$ cat config.mk
export PLATFORM = sky130hd
export DESIGN_NAME = esc_class_seq
export DESIGN_NICKNAME = d
export VERILOG_FILES = /design/src/rtl/esc_class_pkg.sv /design/src/rtl/esc_class_regs.sv /design/src/rtl/esc_class_accum.sv /design/src/rtl/esc_class_fsm.sv /design/src/rtl/esc_class_seq.sv
export SDC_FILE = /design/constraint.sdc
export NUM_CORES = 1
export LEC_CHECK = 0
export ABC_AREA = 1
export BUFFER_PORTS_ARGS = -buffer_cell sky130_fd_sc_hd__buf_4
export CORE_UTILIZATION = 29
export CTS_BUF_LIST = sky130_fd_sc_hd__clkbuf_8
export CTS_CLUSTER_SIZE = 40
export DETAILED_ROUTE_END_ITERATION = 16
export PLACE_DENSITY = 0.49
export SYNTH_ARGS = -nofsm -noshare
export SYNTH_HDL_FRONTEND = slang
export SYNTH_SLANG_ARGS = --single-unit
$ cat constraint.sdc
create_clock -name clk_i -period 9.2 [get_ports clk_i]
set_clock_uncertainty 0.05 [all_clocks]
set_input_delay 1.84 -clock clk_i [delete_from_list [all_inputs] [get_ports clk_i]]
set_output_delay 1.84 -clock clk_i [all_outputs]
set_load 0.005 [all_outputs]
$ cat src/rtl/esc_class_pkg.sv
package esc_class_pkg;
  localparam int NUM_PHASES = 4;
  localparam int ADDR_W     = 4;

  localparam int A_CTRL     = 0;
  localparam int A_THRESH   = 1;
  localparam int A_DEADLINE = 2;
  localparam int A_DUR0     = 3;
  localparam int A_CLEAR    = 7;
  localparam int A_CAUSE    = 8;
  localparam int A_ACCUM    = 9;
  localparam int A_STATE    = 10;

  typedef enum logic [2:0] {
    ST_IDLE    = 3'b000,
    ST_TIMEOUT = 3'b001,
    ST_TERM    = 3'b010,
    ST_PH0     = 3'b100,
    ST_PH1     = 3'b101,
    ST_PH2     = 3'b110,
    ST_PH3     = 3'b111
  } cls_state_e;
endpackage

$ cat src/rtl/esc_class_regs.sv
module esc_class_regs
  import esc_class_pkg::*;
#(
  parameter int DATA_W     = 32,
  parameter int CNT_W      = 16,
  parameter int NUM_ALERTS = 8,
  parameter int ESC_IDX_W  = 2
) (
  input  logic                                 clk_i,
  input  logic                                 rst_ni,
  input  logic                                 cfg_we_i,
  input  logic [ADDR_W-1:0]                    cfg_addr_i,
  input  logic [DATA_W-1:0]                    cfg_wdata_i,
  output logic [DATA_W-1:0]                    cfg_rdata_o,
  input  logic [NUM_ALERTS-1:0]                cause_i,
  input  logic [CNT_W-1:0]                     accum_i,
  input  logic [2:0]                           state_i,
  output logic                                 auto_lock_o,
  output logic [1:0]                           dump_phase_o,
  output logic [NUM_PHASES-1:0]                map_en_o,
  output logic [NUM_PHASES-1:0][ESC_IDX_W-1:0] map_idx_o,
  output logic [CNT_W-1:0]                     thresh_o,
  output logic [CNT_W-1:0]                     deadline_o,
  output logic [NUM_PHASES-1:0][CNT_W-1:0]     dur_o,
  output logic                                 clr_req_o,
  output logic [NUM_ALERTS-1:0]                cause_clr_o
);
  localparam int MAP_W   = ESC_IDX_W + 1;
  localparam int MAP_LSB = 3;

  logic                                 auto_lock_q;
  logic [1:0]                           dump_q;
  logic [NUM_PHASES-1:0]                map_en_q;
  logic [NUM_PHASES-1:0][ESC_IDX_W-1:0] map_idx_q;
  logic [CNT_W-1:0]                     thresh_q, deadline_q;
  logic [NUM_PHASES-1:0][CNT_W-1:0]     dur_q;
  logic [DATA_W-1:0]                    ctrl_rd;

  always_ff @(posedge clk_i or negedge rst_ni) begin
    if (!rst_ni) begin
      auto_lock_q <= 1'b0;
      dump_q      <= '0;
      map_en_q    <= '0;
      map_idx_q   <= '0;
      thresh_q    <= '0;
      deadline_q  <= '0;
      dur_q       <= '0;
    end else if (cfg_we_i) begin
      if (cfg_addr_i == ADDR_W'(A_CTRL)) begin
        auto_lock_q <= cfg_wdata_i[0];
        dump_q      <= cfg_wdata_i[2:1];
        for (int p = 0; p < NUM_PHASES; p++) begin
          map_idx_q[p] <= cfg_wdata_i[MAP_LSB+p*MAP_W +: ESC_IDX_W];
          map_en_q[p]  <= cfg_wdata_i[MAP_LSB+p*MAP_W+ESC_IDX_W];
        end
      end
      if (cfg_addr_i == ADDR_W'(A_THRESH))   thresh_q   <= cfg_wdata_i[CNT_W-1:0];
      if (cfg_addr_i == ADDR_W'(A_DEADLINE)) deadline_q <= cfg_wdata_i[CNT_W-1:0];
      for (int p = 0; p < NUM_PHASES; p++) begin
        if (cfg_addr_i == ADDR_W'(A_DUR0 + p)) dur_q[p] <= cfg_wdata_i[CNT_W-1:0];
      end
    end
  end

  assign clr_req_o   = cfg_we_i && (cfg_addr_i == ADDR_W'(A_CLEAR)) && cfg_wdata_i[0];
  assign cause_clr_o = (cfg_we_i && (cfg_addr_i == ADDR_W'(A_CAUSE))) ?
                       cfg_wdata_i[NUM_ALERTS-1:0] : '0;

  always_comb begin
    ctrl_rd      = '0;
    ctrl_rd[0]   = auto_lock_q;
    ctrl_rd[2:1] = dump_q;
    for (int p = 0; p < NUM_PHASES; p++) begin
      ctrl_rd[MAP_LSB+p*MAP_W +: ESC_IDX_W]  = map_idx_q[p];
      ctrl_rd[MAP_LSB+p*MAP_W+ESC_IDX_W]     = map_en_q[p];
    end
  end

  always_comb begin
    cfg_rdata_o = '0;
    case (cfg_addr_i)
      ADDR_W'(A_CTRL):     cfg_rdata_o = ctrl_rd;
      ADDR_W'(A_THRESH):   cfg_rdata_o = DATA_W'(thresh_q);
      ADDR_W'(A_DEADLINE): cfg_rdata_o = DATA_W'(deadline_q);
      ADDR_W'(A_CAUSE):    cfg_rdata_o = DATA_W'(cause_i);
      ADDR_W'(A_ACCUM):    cfg_rdata_o = DATA_W'(accum_i);
      ADDR_W'(A_STATE):    cfg_rdata_o = DATA_W'(state_i);
      default:             cfg_rdata_o = '0;
    endcase
    for (int p = 0; p < NUM_PHASES; p++) begin
      if (cfg_addr_i == ADDR_W'(A_DUR0 + p)) cfg_rdata_o = DATA_W'(dur_q[p]);
    end
  end

  assign auto_lock_o  = auto_lock_q;
  assign dump_phase_o = dump_q;
  assign map_en_o     = map_en_q;
  assign map_idx_o    = map_idx_q;
  assign thresh_o     = thresh_q;
  assign deadline_o   = deadline_q;
  assign dur_o        = dur_q;

  // a cause clear only takes effect through a cause write
  a_r9_cause_clr_src: assert property (@(posedge clk_i) disable iff (!rst_ni)
    (|cause_clr_o) |-> (cfg_we_i && cfg_addr_i == ADDR_W'(A_CAUSE)));
endmodule

$ cat src/rtl/esc_class_accum.sv
module esc_class_accum #(
  parameter int CNT_W      = 16,
  parameter int NUM_ALERTS = 8
) (
  input  logic                  clk_i,
  input  logic                  rst_ni,
  input  logic [NUM_ALERTS-1:0] alert_i,
  input  logic                  clr_i,
  input  logic [NUM_ALERTS-1:0] cause_clr_i,
  input  logic                  irq_ack_i,
  output logic                  alert_ev_o,
  output logic [CNT_W-1:0]      accum_o,
  output logic [NUM_ALERTS-1:0] cause_o,
  output logic                  irq_o
);
  logic [CNT_W-1:0]      acc_q;
  logic [NUM_ALERTS-1:0] cause_q;
  logic                  irq_q;

  assign alert_ev_o = |alert_i;

  always_ff @(posedge clk_i or negedge rst_ni) begin
    if (!rst_ni) begin
      acc_q   <= '0;
      cause_q <= '0;
      irq_q   <= 1'b0;
    end else begin
      if (clr_i)                          acc_q <= '0;
      else if (alert_ev_o && acc_q != '1) acc_q <= acc_q + CNT_W'(1);  // saturates
      cause_q <= (cause_q & ~cause_clr_i) | alert_i;
      if (alert_ev_o)     irq_q <= 1'b1;
      else if (irq_ack_i) irq_q <= 1'b0;
    end
  end

  assign accum_o = acc_q;
  assign cause_o = cause_q;
  assign irq_o   = irq_q;

  a_r1_acc_monotonic: assert property (@(posedge clk_i) disable iff (!rst_ni)
    !clr_i |=> accum_o >= $past(accum_o));
  a_r1_cause_sticky: assert property (@(posedge clk_i) disable iff (!rst_ni)
    (cause_clr_i == '0) |=> ((cause_o & $past(cause_o)) == $past(cause_o)));
  a_r12_ack_clears: assert property (@(posedge clk_i) disable iff (!rst_ni)
    (irq_ack_i && !alert_ev_o) |=> !irq_o);
endmodule

$ cat src/rtl/esc_class_fsm.sv
module esc_class_fsm
  import esc_class_pkg::*;
#(
  parameter int CNT_W     = 16,
  parameter int NUM_ESC   = 4,
  parameter int ESC_IDX_W = 2
) (
  input  logic                                 clk_i,
  input  logic                                 rst_ni,
  input  logic                                 alert_ev_i,
  input  logic [CNT_W-1:0]                     accum_i,
  input  logic [CNT_W-1:0]                     thresh_i,
  input  logic [CNT_W-1:0]                     deadline_i,
  input  logic                                 irq_i,
  input  logic [NUM_PHASES-1:0][CNT_W-1:0]     dur_i,
  input  logic [NUM_PHASES-1:0]                map_en_i,
  input  logic [NUM_PHASES-1:0][ESC_IDX_W-1:0] map_idx_i,
  input  logic [1:0]                           dump_phase_i,
  input  logic                                 auto_lock_i,
  input  logic                                 clr_req_i,
  output logic [2:0]                           state_o,
  output logic [NUM_ESC-1:0]                   esc_o,
  output logic                                 crashdump_o,
  output logic                                 clr_ok_o
);
  cls_state_e       state_q, state_d;
  logic [CNT_W-1:0] cnt_q, cnt_d;
  logic             lock_q, lock_d;
  logic             dump_q;
  logic [1:0]       ph, eff_ph;
  logic             act, acc_trig, ph_last, to_last, starting;

  assign ph       = state_q[1:0];
  assign acc_trig = alert_ev_i && (accum_i >= thresh_i);
  assign ph_last  = ({1'b0, cnt_q} + (CNT_W+1)'(1)) >= {1'b0, dur_i[ph]};
  assign to_last  = ({1'b0, cnt_q} + (CNT_W+1)'(1)) >= {1'b0, deadline_i};
  assign clr_ok_o = clr_req_i && !lock_q;

  always_comb begin
    state_d = state_q;
    cnt_d   = cnt_q;
    case (state_q)
      ST_IDLE: begin
        if (acc_trig) begin
          state_d = ST_PH0; cnt_d = '0;
        end else if (irq_i && deadline_i != '0) begin
          state_d = ST_TIMEOUT; cnt_d = '0;
        end
      end
      ST_TIMEOUT: begin
        if (acc_trig) begin
          state_d = ST_PH0; cnt_d = '0;
        end else if (!irq_i || deadline_i == '0) begin
          state_d = ST_IDLE; cnt_d = '0;
        end else if (to_last) begin
          state_d = ST_PH0; cnt_d = '0;
        end else begin
          cnt_d = cnt_q + CNT_W'(1);
        end
      end
      ST_PH0, ST_PH1, ST_PH2, ST_PH3: begin
        if (ph_last) begin
          state_d = (ph == 2'd3) ? ST_TERM : cls_state_e'({1'b1, ph + 2'd1});
          cnt_d   = '0;
        end else begin
          cnt_d = cnt_q + CNT_W'(1);
        end
      end
      default: ;  // terminal holds
    endcase
    if (clr_ok_o) begin
      state_d = ST_IDLE;
      cnt_d   = '0;
    end
  end

  assign starting = (state_d == ST_PH0) &&
                    (state_q == ST_IDLE || state_q == ST_TIMEOUT);
  assign lock_d   = lock_q || (starting && auto_lock_i);

  always_ff @(posedge clk_i or negedge rst_ni) begin
    if (!rst_ni) begin
      state_q <= ST_IDLE;
      cnt_q   <= '0;
      lock_q  <= 1'b0;
      dump_q  <= 1'b0;
    end else begin
      state_q <= state_d;
      cnt_q   <= cnt_d;
      lock_q  <= lock_d;
      dump_q  <= (state_d != state_q) && state_d[2] && (state_d[1:0] == dump_phase_i);
    end
  end

  assign act    = state_q[2] || (state_q == ST_TERM);
  assign eff_ph = (state_q == ST_TERM) ? 2'd3 : ph;

  for (genvar i = 0; i < NUM_ESC; i++) begin : g_esc
    assign esc_o[i] = act && map_en_i[eff_ph] && (map_idx_i[eff_ph] == ESC_IDX_W'(i));
  end

  assign state_o     = state_q;
  assign crashdump_o = dump_q;

  a_r5_single_output: assert property (@(posedge clk_i) disable iff (!rst_ni)
    $onehot0(esc_o));
  a_r8_dump_pulse: assert property (@(posedge clk_i) disable iff (!rst_ni)
    crashdump_o |=> !crashdump_o);
  a_r6_terminal_hold: assert property (@(posedge clk_i) disable iff (!rst_ni)
    (state_q == ST_TERM && !clr_ok_o) |=> state_q == ST_TERM);
  a_r11_lock_hold: assert property (@(posedge clk_i) disable iff (!rst_ni)
    (lock_q && act) |=> state_q != ST_IDLE);
  a_r4_phase_order: assert property (@(posedge clk_i) disable iff (!rst_ni)
    (state_q == ST_PH1 && !clr_ok_o) |=> (state_q == ST_PH1 || state_q == ST_PH2));
  a_r10_clear_idle: assert property (@(posedge clk_i) disable iff (!rst_ni)
    clr_ok_o |=> (state_q == ST_IDLE && esc_o == '0));
endmodule

$ cat src/rtl/esc_class_seq.sv
module esc_class_seq
  import esc_class_pkg::*;
#(
  parameter int NUM_ALERTS = 8,
  parameter int NUM_ESC    = 4,
  parameter int DATA_W     = 32,
  parameter int CNT_W      = 16
) (
  input  logic                  clk_i,
  input  logic                  rst_ni,
  input  logic [NUM_ALERTS-1:0] alert_i,
  input  logic                  irq_ack_i,
  input  logic                  cfg_we_i,
  input  logic [3:0]            cfg_addr_i,
  input  logic [DATA_W-1:0]     cfg_wdata_i,
  output logic [DATA_W-1:0]     cfg_rdata_o,
  output logic                  irq_o,
  output logic [NUM_ESC-1:0]    esc_o,
  output logic                  crashdump_o,
  output logic [2:0]            state_o
);
  localparam int ESC_IDX_W = (NUM_ESC > 1) ? $clog2(NUM_ESC) : 1;

  logic                                 auto_lock, clr_req, clr_ok, alert_ev;
  logic [1:0]                           dump_phase;
  logic [NUM_PHASES-1:0]                map_en;
  logic [NUM_PHASES-1:0][ESC_IDX_W-1:0] map_idx;
  logic [CNT_W-1:0]                     thresh, deadline, accum;
  logic [NUM_PHASES-1:0][CNT_W-1:0]     dur;
  logic [NUM_ALERTS-1:0]                cause, cause_clr;
  logic [2:0]                           state;

  esc_class_regs #(
    .DATA_W(DATA_W), .CNT_W(CNT_W), .NUM_ALERTS(NUM_ALERTS), .ESC_IDX_W(ESC_IDX_W)
  ) u_regs (
    .clk_i, .rst_ni, .cfg_we_i, .cfg_addr_i, .cfg_wdata_i, .cfg_rdata_o,
    .cause_i(cause), .accum_i(accum), .state_i(state),
    .auto_lock_o(auto_lock), .dump_phase_o(dump_phase), .map_en_o(map_en),
    .map_idx_o(map_idx), .thresh_o(thresh), .deadline_o(deadline), .dur_o(dur),
    .clr_req_o(clr_req), .cause_clr_o(cause_clr)
  );

  esc_class_accum #(.CNT_W(CNT_W), .NUM_ALERTS(NUM_ALERTS)) u_accum (
    .clk_i, .rst_ni, .alert_i, .clr_i(clr_ok), .cause_clr_i(cause_clr), .irq_ack_i,
    .alert_ev_o(alert_ev), .accum_o(accum), .cause_o(cause), .irq_o
  );

  esc_class_fsm #(.CNT_W(CNT_W), .NUM_ESC(NUM_ESC), .ESC_IDX_W(ESC_IDX_W)) u_fsm (
    .clk_i, .rst_ni, .alert_ev_i(alert_ev), .accum_i(accum), .thresh_i(thresh),
    .deadline_i(deadline), .irq_i(irq_o), .dur_i(dur), .map_en_i(map_en),
    .map_idx_i(map_idx), .dump_phase_i(dump_phase), .auto_lock_i(auto_lock),
    .clr_req_i(clr_req), .state_o(state), .esc_o, .crashdump_o, .clr_ok_o(clr_ok)
  );

  assign state_o = state;
endmodule

# After elaboration in Yosys (flattened, before gate mapping)
# Cells that the tools add are included.
# word_totals
register_bits	157
latch_bits	0
mem_bits_rw	0
rom_bits	0
input_bits	48
out_inout_bits	41
word_cells	131
n_memories	0
# classes
addsub	4
mul	0
div_mod_pow	0
n_lt_le_gt_ge	5
n_eq_ne	25
n_shift	0
n_mux	34
bitwise_logic	3
n_reduce_logical	40
# op_table
operator	n
$mux 16	14
$pmux 16 s6	1
$pmux 16 s3	1
$ge 17x16->1	2
$add 16x1->16 const B	2
$bmux 16 s2	1
$mux 3	8
$add 16x1->17 const B	1
$eq 4x3->1 const B	4
$ge 16x16->1	1
$logic_and 1x1->1	16
$logic_not 16->1	1
$ne 16x16->1 const B	1
$reduce_and 2->1	8
$reduce_bool 16->1	1
$eq 3x3->1 const B	5
$eq 4x4->1 const B	3
$pmux 3 s3	1
$and 8x8->8	1
$eq 4x2->1 const B	2
$mux 8	1
$not 8->8	1
$or 8x8->8	1
$reduce_or 8->1	1
22 further kinds	33

# Depth between registers and ports, before layout
# depth
ltp_word	11
mapped_depth	25
depth_no_buf	25

# By module
# A second synthesis with hierarchy kept.
# hier_totals
cells_unflattened	1400
area_unflattened_um2	10181.0
# modules_own_cells
mod	n_inst	cells_each	area_each_um2	seq_area_each_um2
esc_class_regs	1	723	5490.3	2777.7
esc_class_fsm	1	492	3304.4	525.5
esc_class_accum	1	185	1386.3	625.6

# Worst setup path before layout
# Ideal clock, no wire load.
# synth_timing
path_kind	input to output
startpoint	input port cfg_addr_i[1]
endpoint	output port cfg_rdata_o[13]
t_arrival_ps	2918
required_time_ps	7310
path_slack_ps	4392
cell_stages	9
path_buffers	1
cell_sequence	inv_1 nor2_1 nand2_1 clkbuf_1 o22ai_1 a221oi_1 nand2_1 a21oi_1 nand3_1
# synth_between
elab_chain_len	6
word_cells_on_any_way	15
cone_classes	eq/ne: 9; mux: 5; reduce/logical: 1
# synth_lines
item	line_no	rtl
from (decl)	esc_class_seq.sv:14	input logic [3:0] cfg_addr_i,
$eq 4x4->1, or another cell as far along	esc_class_regs.sv:81	case (cfg_addr_i)
$pmux 16 s6	esc_class_regs.sv:81	
$mux 16 (3 in series)	esc_class_regs.sv:91	if (cfg_addr_i == ADDR_W'(A_DUR0 + p)) cfg_rdata_o = DATA_W'(dur_q[p]);
$mux 16 (*)	esc_class_regs.sv:91	
to (decl)	esc_class_seq.sv:16	output logic [DATA_W-1:0] cfg_rdata_o,
# Mark *: on every way between the ends. The rest lies on a longest branch, timed or not.

# Final worst setup path
# layout_timing
startpoint	input port cfg_addr_i[3]
endpoint	output port cfg_rdata_o[2]
# The elaborated chain is that of the path after synthesis.

==> report_table.html <==
<table>
<tr><th>Metric</th><th>Value</th></tr>
<tr><th colspan="2">STA</th></tr>
<tr><td>Min Clock Period, post-route</td><td>between 5 and 6 ns</td></tr>
<tr><td>Peak clock frequency supported by timing</td><td>roughly 170 MHz</td></tr>
<tr><td>Number of pins with negative max-slew slack in the final report</td><td>0</td></tr>
<tr><td>Final hold violations</td><td>0</td></tr>
<tr><td>Transition at the pin with the smallest max-transition slack</td><td>~1.1 ns</td></tr>
<tr><td>Post-route fraction of the period consumed by the critical path</td><td>between 60 and 70%</td></tr>
<tr><td>Final number of setup-violating endpoints</td><td>0</td></tr>
<tr><td>Setup repair after global routing missed its margin</td><td>false</td></tr>
<tr><td>Max-slew headroom</td><td>approximately a quarter</td></tr>
<tr><td>Total Neg Setup Slack</td><td>0 ns</td></tr>
<tr><th colspan="2">Floorplanning</th></tr>
<tr><td>Starting Density</td><td>around 29%</td></tr>
<tr><td>Number of placement rows</td><td>65</td></tr>
<tr><td>Total I/O pin count</td><td>89</td></tr>
<tr><td>Area of the core region</td><td>about 31000 um^2</td></tr>
<tr><td>Height of the chip</td><td>roughly 180 um</td></tr>
<tr><td>Area of the die</td><td>32700 um^2</td></tr>
<tr><td>Die Width</td><td>between 150 and 200 um</td></tr>
<tr><th colspan="2">Synth</th></tr>
<tr><td>Warnings from Yosys</td><td>0</td></tr>
<tr><td>Mean post-synth cell area</td><td>7.75 um^2</td></tr>
<tr><td>Flip-flop and latch count after synthesis</td><td>approximately 160</td></tr>
<tr><td>Post-synthesis instance area</td><td>9260 um^2</td></tr>
<tr><td>Biggest area contributors in the synthesized netlist</td><td>sky130_fd_sc_hd__dfrtp_1, sky130_fd_sc_hd__nand2_1, sky130_fd_sc_hd__o21ai_0</td></tr>
<tr><td>Synth unique cells</td><td>46</td></tr>
<tr><td>Proportion of synthesized flip-flops having asynchronous set or reset</td><td>100%</td></tr>
<tr><td>Post-synthesis cell count</td><td>between 1000 and 1500</td></tr>
<tr><td>Largest area contributor in the netlist</td><td>sky130_fd_sc_hd__dfrtp_1</td></tr>
<tr><td>Proportion of synthesized chip area in sequential cells</td><td>a little over two fifths</td></tr>
<tr><td>Primary flip-flop cell chosen by synthesis mapping</td><td>sky130_fd_sc_hd__dfrtp_1</td></tr>
<tr><td>Area share of the leading cell type in the synthesized netlist</td><td>about 42%</td></tr>
<tr><td>Number of synthesized flops with an enable pin</td><td>0</td></tr>
<tr><th colspan="2">Clocking</th></tr>
<tr><td>Clock Pin Slew Worst Setup and Hold Paths</td><td>about 0.090 ns</td></tr>
<tr><td>Sinks on the clock net</td><td>about 160</td></tr>
<tr><td>Later-pin clock latency in the skew report</td><td>0.49 ns</td></tr>
<tr><td>CTS HTree Levels</td><td>4</td></tr>
<tr><td>CTS tree</td><td>yes</td></tr>
<tr><td>Resized Gates After CTS</td><td>0</td></tr>
<tr><td>Number of buffers added by the clock tree synthesis step</td><td>17</td></tr>
<tr><td>Hold buffer count at CTS</td><td>0</td></tr>
<tr><td>CTS Root Cell</td><td>sky130_fd_sc_hd__clkbuf_8</td></tr>
<tr><td>Number of buffers inserted by post-CTS setup repair</td><td>0</td></tr>
<tr><td>CTS max path bufs</td><td>2</td></tr>
<tr><th colspan="2">Flow run</th></tr>
<tr><td>Max-Cap Viols</td><td>0</td></tr>
<tr><th colspan="2">Critical path</th></tr>
<tr><td>Max stage delay cell, worst path</td><td>sky130_fd_sc_hd__nor2_1</td></tr>
<tr><td>Worst path cell trace</td><td>buf_4 &gt; nor2_1 &gt; inv_1 &gt; nor2_1 &gt; inv_1 &gt; o221ai_1 &gt; a21oi_1 &gt; nand4_1 &gt; buf_4</td></tr>
<tr><td>Longest individual stage delay on the worst path</td><td>around 0.75 ns</td></tr>
<tr><td>CP Capture Type</td><td>output pin</td></tr>
<tr><td>Biggest fanout along the worst timing path</td><td>12</td></tr>
<tr><td>Number of buffer and inverter stages on the critical path</td><td>4</td></tr>
<tr><td>Critical Path AT</td><td>4.07 ns</td></tr>
<tr><td>Required time worst endpoint</td><td>between 7 and 8 ns</td></tr>
<tr><td>Classification of the worst setup path</td><td>input pin to output pin</td></tr>
<tr><td>Startpoint Class</td><td>input pin</td></tr>
<tr><td>Largest delay share family, worst path</td><td>simple AND/OR/NAND/NOR gates</td></tr>
<tr><th colspan="2">Power</th></tr>
<tr><td>Static leakage power</td><td>roughly 5.1 nW</td></tr>
<tr><td>Maximum VDD drop</td><td>a little under 0.1 mV</td></tr>
<tr><td>Power after layout</td><td>0.00250 W</td></tr>
<tr><td>Power per unit of standard cell area</td><td>240 nW/um^2</td></tr>
<tr><th colspan="2">Worst hold path</th></tr>
<tr><td>Type of the worst min-delay path</td><td>flop to flop</td></tr>
<tr><th colspan="2">Route</th></tr>
<tr><td># DRC</td><td>0</td></tr>
<tr><td>Count of routing violations after the opening detailed-route iteration</td><td>between 500 and 600</td></tr>
<tr><td>Detailed Route WL</td><td>a little over 30 mm</td></tr>
<tr><td>Vias post-DR</td><td>8235</td></tr>
<tr><td>Pre-Repair DR Iteration Count</td><td>5</td></tr>
<tr><td>Avg WL per Cell</td><td>between 15 and 20 um</td></tr>
<tr><td>Vias/cell</td><td>~5</td></tr>
<tr><td>DRT antenna net count</td><td>0</td></tr>
<tr><th colspan="2">Global routing</th></tr>
<tr><td>GRT Resource Usage Total</td><td>19.4%</td></tr>
<tr><td>Global-route wire length before repair</td><td>48.0 mm</td></tr>
<tr><td>Largest net degree at the start of global routing</td><td>95</td></tr>
<tr><td>GRT overflow</td><td>0</td></tr>
<tr><td>Vias in the first global route</td><td>roughly 8000</td></tr>
<tr><td>Number of antenna violations at the first check in global routing</td><td>0</td></tr>
<tr><th colspan="2">Layout</th></tr>
<tr><td>Final antenna diode count</td><td>0</td></tr>
<tr><td>Post-layout nets</td><td>between 1000 and 1500</td></tr>
<tr><td>Final standard cell count with taps included and fillers excluded</td><td>around 1700</td></tr>
<tr><td>Fillers</td><td>around 3300</td></tr>
<tr><td>Finished Cell Area</td><td>about 10000 um^2</td></tr>
<tr><td>Area growth from synthesis to final layout</td><td>12.3%</td></tr>
<tr><td>Proportion of layout cells with a drive suffix above 1</td><td>a little under a tenth</td></tr>
<tr><td>Utilization of the core after routing</td><td>between 30% and 40%</td></tr>
<tr><th colspan="2">Status</th></tr>
<tr><td>Status</td><td>finished, final reports clean</td></tr>
<tr><th colspan="2">Place</th></tr>
<tr><td>Global placement routability congestion</td><td>between 0.8 and 0.9</td></tr>
<tr><td>Cell Count Post-Placement</td><td>~1600</td></tr>
<tr><td>Post-detail-place hpwl</td><td>about 22 mm</td></tr>
<tr><td>Placed Instance Area</td><td>10000 um^2</td></tr>
<tr><td>Count of input and output buffers</td><td>56</td></tr>
</table>
power by group:
group	internal, W	leakage, nW	switching [W]
registers	0.000832	1.93	0.000152
logic	0.000358	3.03	0.000628
clock network	0.000202	0.192	0.000323
total	0.00139	5.15	0.00110
final timing paths:
path / cells after the start / endpoint / slack, ns / from
worst max-delay path: 9 / cfg_rdata_o[2] / 3.24 / cfg_addr_i[3]
worst min-delay path: 2 / u_fsm.lock_q / 0.44 / u_fsm.lock_q
worst max register to register: 19 / u_fsm.crashdump_o / 4.86 / u_fsm.state_o[0]
worst min register to register: 2 / u_fsm.lock_q / 0.44 / u_fsm.lock_q
max in group asynchronous: 2 / u_regs.thresh_o[12] / 6.32 / rst_ni
min in group asynchronous: 1 / u_regs.dur_o[34] / 1.39 / rst_ni
Yosys cell counts, drive strengths merged, types with 7 or more instances:
cell      n
xor2      8
dfrtp   157
o22ai     7
nand2   333
a22o     11
o21ai   143
nor3     18
nor2     66
inv     153
o221ai    9
clkbuf   35
nand3    59
a21oi    36
a221oi   35
buf      21
ha       50
nand4    18
worst min-delay path, stage by stage (launching register included):
cell                      delay (ns)
sky130_fd_sc_hd__dfrtp_1        0.33
sky130_fd_sc_hd__inv_1          0.06
sky130_fd_sc_hd__o21ai_0        0.07
cells by family (layout without fill, tap and decap cells):
family	after synthesis	in the layout	synth area share (%)
other	1	16	0.0405
XOR/XNOR	11	11	1.04
AO/OA/AOI/OAI	263	263	17.4
flip-flops	157	157	42.4
AND/OR/NAND/NOR	503	503	23.0
buffers and inverters	210	248	9.35
adder cells (fa/ha/maj)	50	50	6.76
metal layers:
| metal | track usage (%) | part of all wire (%) | wire length, um | vias to the layer above |
|---|---|---|---|---|
| met5 | 0 | 0 | 0 | - |
| met4 | 7.08 | 2.7 | 829 | 0 |
| met3 | 3.43 | 5.9 | 1820 | 51 |
| met2 | 30.8 | 46 | 14000 | 266 |
| met1 | 26.4 | 46 | 14100 | 3884 |
| li1 | - | - | - | 4034 |
state kept, by name, indices dropped and copies added (netlist names), 3 cells and up:
register and flops:
u_accum.accum_o 16, u_accum.cause_o 8, u_fsm.cnt_q 16, u_fsm.state_o 3
u_regs.deadline_o 16, u_regs.dur_o 64, u_regs.map_en_o 4, u_regs.map_idx_o 8
u_regs.thresh_o 16
metrics by stage:
stage	hold WS, ns	setup WS, ns
6_report	0.437	3.24
5_1_grt	0.461	3.07
4_1_cts	0.437	3.30
3_5_place_dp	0.414	3.32
3_3_place_gp	0.415	3.34
2_1_floorplan	0.377	4.39
placed cells by master, fill, tap and decap left out, types with 3 or more instances in the layout:
cell type / count
sky130_fd_sc_hd__nor2_2: 7
sky130_fd_sc_hd__ha_1: 50
sky130_fd_sc_hd__nand4_1: 17
sky130_fd_sc_hd__inv_1: 151
sky130_fd_sc_hd__nand3_1: 55
sky130_fd_sc_hd__a21o_1: 3
sky130_fd_sc_hd__o22ai_1: 7
sky130_fd_sc_hd__nand3_2: 4
sky130_fd_sc_hd__buf_4: 61
sky130_fd_sc_hd__inv_8: 5
sky130_fd_sc_hd__a21oi_1: 36
sky130_fd_sc_hd__inv_6: 3
sky130_fd_sc_hd__nand2_2: 3
sky130_fd_sc_hd__nor2_1: 59
sky130_fd_sc_hd__and2_1: 3
sky130_fd_sc_hd__clkbuf_8: 17
sky130_fd_sc_hd__o221ai_1: 9
sky130_fd_sc_hd__o2111ai_1: 5
sky130_fd_sc_hd__a221oi_1: 35
sky130_fd_sc_hd__o211ai_1: 5
sky130_fd_sc_hd__o21ai_0: 142
sky130_fd_sc_hd__dfrtp_1: 157
sky130_fd_sc_hd__nor3_1: 15
sky130_fd_sc_hd__a22o_1: 11
sky130_fd_sc_hd__xor2_1: 8
sky130_fd_sc_hd__xnor2_1: 3
sky130_fd_sc_hd__nand2_1: 330
sky130_fd_sc_hd__conb_1: 16
area by class of cell:
cell class              instances  area, um^2  share of cell area (%)
clock inverters                15         153                    1.47
inverters                     154         578                    5.56
flip-flops and latches        157        3930                    37.8
clock buffers                  17         234                    2.25
repair buffers                 62         469                    4.51
multi-input cells             843        4530                    43.6
well taps                     402         503                    4.84
Power figures use the tool's default switching activity.
